--- config.mk ---
export PLATFORM = sky130hd
export DESIGN_NAME = rr_rotate_arbiter
export DESIGN_NICKNAME = d
export VERILOG_FILES = /design/src/rtl/rrarb_pkg.sv /design/src/rtl/rr_rotate.sv /design/src/rtl/rr_fixed_pick.sv /design/src/rtl/rr_ptr_reg.sv /design/src/rtl/rr_rotate_arbiter.sv
export SDC_FILE = /design/constraint.sdc
export NUM_CORES = 1
export LEC_CHECK = 0
export BUFFER_PORTS_ARGS = -buffer_cell sky130_fd_sc_hd__buf_2
export CAP_MARGIN = 20
export CORE_AREA = 3 3 40 42
export DETAILED_ROUTE_END_ITERATION = 16
export DIE_AREA = 0 0 43 45
export PLACE_DENSITY_LB_ADDON = 0.25
export SLEW_MARGIN = 20
export SYNTH_ARGS = -nofsm -noshare
export SYNTH_HDL_FRONTEND = slang
export SYNTH_SLANG_ARGS = --single-unit
--- constraint.sdc ---
create_clock -name clk -period 5.06 [get_ports clk]
set_clock_uncertainty 0.05 [all_clocks]
set_input_delay 0.506 -clock clk [delete_from_list [all_inputs] [get_ports clk]]
set_output_delay 0.506 -clock clk [all_outputs]
set_load 0.01 [all_outputs]
--- src/rtl/rrarb_pkg.sv ---
package rrarb_pkg;

    parameter int unsigned REQ_N = 4;
    localparam int unsigned PTR_W = (REQ_N > 1) ? $clog2(REQ_N) : 1;

    typedef logic [REQ_N-1:0] req_vec_t;
    typedef logic [PTR_W-1:0] ptr_t;

    // Result of the fixed-priority stage in local (rotated) numbering
    typedef struct packed {
        logic     hit;
        ptr_t     slot;
        req_vec_t onehot;
    } pick_t;

    // Direction of a rotation stage
    typedef enum logic {
        ROT_TO_LOCAL  = 1'b0,
        ROT_TO_GLOBAL = 1'b1
    } rot_dir_e;

    // (a + b) mod REQ_N
    function automatic ptr_t slot_add(ptr_t a, ptr_t b);
        int s;
        s = int'(a) + int'(b);
        if (s >= int'(REQ_N)) s = s - int'(REQ_N);
        return ptr_t'(s);
    endfunction

    // (a - b) mod REQ_N
    function automatic ptr_t slot_sub(ptr_t a, ptr_t b);
        int s;
        s = int'(a) - int'(b);
        if (s < 0) s = s + int'(REQ_N);
        return ptr_t'(s);
    endfunction

endpackage

--- src/rtl/rr_rotate.sv ---
module rr_rotate
    import rrarb_pkg::*;
#(
    parameter rot_dir_e DIR = ROT_TO_LOCAL
) (
    input  req_vec_t vec_i,
    input  ptr_t     amt_i,
    output req_vec_t vec_o
);

    // To local: slot i holds global index (i + amt).
    // To global: index j takes local slot (j - amt).
    generate
        if (DIR == ROT_TO_LOCAL) begin : g_to_local
            for (genvar i = 0; i < int'(REQ_N); i++) begin : g_bit
                assign vec_o[i] = vec_i[slot_add(ptr_t'(i), amt_i)];
            end
        end else begin : g_to_global
            for (genvar j = 0; j < int'(REQ_N); j++) begin : g_bit
                assign vec_o[j] = vec_i[slot_sub(ptr_t'(j), amt_i)];
            end
        end
    endgenerate

endmodule

--- src/rtl/rr_fixed_pick.sv ---
module rr_fixed_pick
    import rrarb_pkg::*;
(
    input  req_vec_t vec_i,
    output pick_t    pick_o
);

    // Lowest set slot wins; scanning downward lets the lowest overwrite
    always_comb begin
        pick_o = '0;
        for (int i = int'(REQ_N) - 1; i >= 0; i--) begin
            if (vec_i[i]) begin
                pick_o.hit       = 1'b1;
                pick_o.slot      = ptr_t'(i);
                pick_o.onehot    = '0;
                pick_o.onehot[i] = 1'b1;
            end
        end
    end

endmodule

--- src/rtl/rr_ptr_reg.sv ---
module rr_ptr_reg
    import rrarb_pkg::*;
(
    input  logic clk,
    input  logic rst,
    input  logic adv_i,
    input  ptr_t win_i,
    output ptr_t ptr_o
);

    ptr_t ptr_q;

    always_ff @(posedge clk) begin
        if (rst) begin
            ptr_q <= '0;
        end else if (adv_i) begin
            ptr_q <= slot_add(win_i, ptr_t'(1));
        end
    end

    assign ptr_o = ptr_q;

endmodule

--- src/rtl/rr_rotate_arbiter.sv ---
module rr_rotate_arbiter
    import rrarb_pkg::*;
(
    input  logic                         clk,
    input  logic                         rst,
    input  logic [rrarb_pkg::REQ_N-1:0]  req,
    output logic [rrarb_pkg::REQ_N-1:0]  gnt
);

    ptr_t     ptr_q;
    req_vec_t req_local;
    pick_t    pick;
    req_vec_t gnt_global;
    ptr_t     win_slot;

    rr_rotate #(.DIR(ROT_TO_LOCAL)) u_rot_in (
        .vec_i (req),
        .amt_i (ptr_q),
        .vec_o (req_local)
    );

    rr_fixed_pick u_pick (
        .vec_i  (req_local),
        .pick_o (pick)
    );

    rr_rotate #(.DIR(ROT_TO_GLOBAL)) u_rot_out (
        .vec_i (pick.onehot),
        .amt_i (ptr_q),
        .vec_o (gnt_global)
    );

    // Winner in global numbering
    assign win_slot = slot_add(pick.slot, ptr_q);

    rr_ptr_reg u_ptr (
        .clk   (clk),
        .rst   (rst),
        .adv_i (pick.hit),
        .win_i (win_slot),
        .ptr_o (ptr_q)
    );

    assign gnt = gnt_global;

endmodule

==> key figures <==
Finish
  – Fillcell total: 140
  – Finished Layout Cells: 72
  – Nets@finish: between 60 and 70
  – Area of the multi-input gates: about 280 sq um
  – Register area: between 40 and 50 sq um
  – Most frequent cells in the layout: 9 x buf_2, 6 x nor2_1, 5 x a21oi_1
  – Largest register FFs: 2
  – Antenna cell count: 0
  – Most common cell after layout, fill and taps aside: buf_2
  – Layout cells sized above 1: 29.8%
  – Area grow syn2layout: 13.7%
  – Final core occ: approximately a third

Timing
  – Total Neg Setup Slack: 0 ns
  – Least-Margin Pin Slew: 0.601 ns
  – Tcrit/Tclk final: between 40% and 50%
  – Fin. Hold Viols: 0
  – Max Transition Viols Final: 0
  – Rel. slew slack: roughly three fifths
  – Crit path time final: 2.15 ns
  – RSZ-0062 raised after global routing: false
  – Max Clock Freq: approximately 0.47 GHz
  – Setup slack after layout: between 2 and 3 ns
  – Final setup viols: 0

CTS
  – Num Clock Sinks: 2
  – CTS max path bufs: 2
  – Postcts setup bufs: 0
  – Worst-skew pair later-pin latency: 0.23 ns
  – TritonCTS clock tree: done
  – Hold Buf Count CTS: 0
  – CTS resizes: 0
  – TritonCTS Buffers: 3
  – Htree depth: 1
  – CTS root buffer: clkbuf_4
  – Clk pin slew, worst setup/hold paths: approximately 0.030 ns

Yosys
  – Cell variety after synth: 31
  – Mapped Nets: 58
  – Mapped cell area: 367 sq um
  – Synth warn: 0
  – Synth area leaders: dfxtp_1 11%, a21oi_1 6.8%, nor2_1 6.1%
  – Mean Syn Cell Area: roughly 7 sq um
  – Seq cells post-synth: 2
  – Gate Count Post-Synth: around 50
  – Post-synthesis sequential area ratio: 10.9%
  – Post-synth top area cell: dfxtp_1
  – Share of the synthesized area in the top cell type: 10.9%

Placed design
  – Number of port buffers: 9
  – # placed instances: 69
  – Pre-CTS setup slack: between 2 and 3 ns
  – GPL Wtd Cong: ~0.71
  – DP HPWL: 572 um

Routing
  – TritonRoute pass-1 iters: 5
  – Via density: about 5.5
  – ANT nets after route: 0
  – WL final: approximately 840 um
  – # DRC: 0
  – Initial DRC Count: 6
  – Wire per inst: 11.7 um
  – Vias post-DR: about 400

Global routing
  – Total GRT Usage: 9.55%
  – Grt ovf: 0
  – Pin count of the biggest net entering global routing: 19
  – Number of global-route vias before repair: between 300 and 400
  – Antenna violations before repair: 0
  – First-pass GRT wire length: ~1.4 mm

Power and ir drop
  – Worst VDD drop: about 0.15 mV
  – Lkg Pwr: between 0.00015 and 0.0002 uW
  – Pwr dens: 484 nW/um^2
  – P_sw: just over 90 uW
  – Share of power burned in registers: roughly a quarter
  – Sw Ratio: a little under half
  – P_int: ~110 uW
  – Logic pwr share: around 58%
  – Clock share of power: between 15 and 20%

Floorplanning
  – CORE AREA: about 1300 sq um
  – Starting density of the core: between 20% and 30%
  – Die Y: between 40 and 50 um
  – Die area: about 1900 sq um
  – Io pins: 10
  – Row Count: 13
  – Die width: about 43 um

Critical path
  – Crit path max-delay cell type: dfxtp_1
  – Worst EP required: roughly 5 ns
  – CP arrival: about 2.2 ns
  – CP startpoint kind: register
  – CP endpoint kind: register
  – CP max FO: 18
  – Reg2Reg Setup Slack: around 3 ns
  – Max incr delay on CP: approximately 0.7 ns
  – CP delay by family, top: flip-flops
  – Buf/Inv on CP: 0
  – Worst Setup Path Type: reg2reg
  – Critical Path, Cell by Cell: nor3_1 > o21ai_1 > o211ai_1 > ha_1 > xor2_1 > a221oi_2 > a311oi_2

Worst hold path
  – Hold Path Class: in2reg

Flow run
  – Max-Cap Viols: 0

Outcome
  – Status: completed
synth_stat cells, drive strengths merged:
library cell and number:
o32ai 1, o221a 2, nor4 1, inv 3, and2 2, a21oi 5
clkbuf 2, ha 1, a31oi 1, mux2i 1, a311oi 1, o22ai 2
a211oi 1, o21ai 2, nor2 6, a221oi 1, nor3 3, dfxtp 2
nand3 1, nand2b 3, buf 4, o211ai 2, xor2 1, mux2 1
nand2 1, and3 1
power by group through the flow:
stage | registers (uW) | clock network (uW) | logic [uW]
after floorplan | 26.3 | 0 | 125
after global placement | 50.6 | 0 | 114
after detailed placement | 50.1 | 0 | 115
after CTS | 49.6 | 37.0 | 116
after global routing | 52.7 | 40.0 | 129
final | 50.1 | 35.2 | 116
cell families after synthesis:
family	after synthesis	share of synthesized area [%]
flops	2	10.9
mux	2	6.82
fa+ha+maj	1	3.41
xor+xnor	1	2.39
buf+inv	9	13.0
simple gates	18	24.6
compound gates	18	38.9
worst reg2reg max path: stages, from the launching register on:
cell	delay (ns)
dfxtp_1	0.69
nor3_1	0.13
o21ai_1	0.18
o211ai_1	0.12
ha_1	0.31
xor2_1	0.29
a221oi_2	0.07
a311oi_2	0.23
per-layer routing:
metal  up-vias  track usage [%]  wire, um
li1        205                -         -
met1       179             13.9       432
met3         2             1.20        30
met2        10             12.6       372
met4         0             7.23         8
met5         -                0         0
through the flow:
step	total power, uW	area, sq um	hold slack (ns)
2_1_floorplan	151	367	0.524
3_3_place_gp	165	394	0.610
3_5_place_dp	166	394	0.602
4_1_cts	203	417	0.409
5_1_grt	222	417	0.412
6_report	202	417	0.418
worst paths after layout:
path                                 endpoint  depth (start not counted)                         from
setup / recovery  u_ptr.ptr_o[1]$_SDFFE_PP0P_                          7  u_ptr.ptr_o[0]$_SDFFE_PP0P_
hold / removal    u_ptr.ptr_o[1]$_SDFFE_PP0P_                          2                          rst
setup reg to reg  u_ptr.ptr_o[1]$_SDFFE_PP0P_                          7  u_ptr.ptr_o[0]$_SDFFE_PP0P_
hold reg to reg   u_ptr.ptr_o[1]$_SDFFE_PP0P_                          2  u_ptr.ptr_o[1]$_SDFFE_PP0P_
layout make-up:
cell class,instances,share of cell area [%]
Multi-Input combinational cell,40,67.0
Timing Repair Buffer,9,10.8
Sequential cell,2,9.61
Clock buffer,3,5.41
Tap cell,15,4.50
Inverter,3,2.70
No activity file was read; power rests on OpenSTA's default activity.
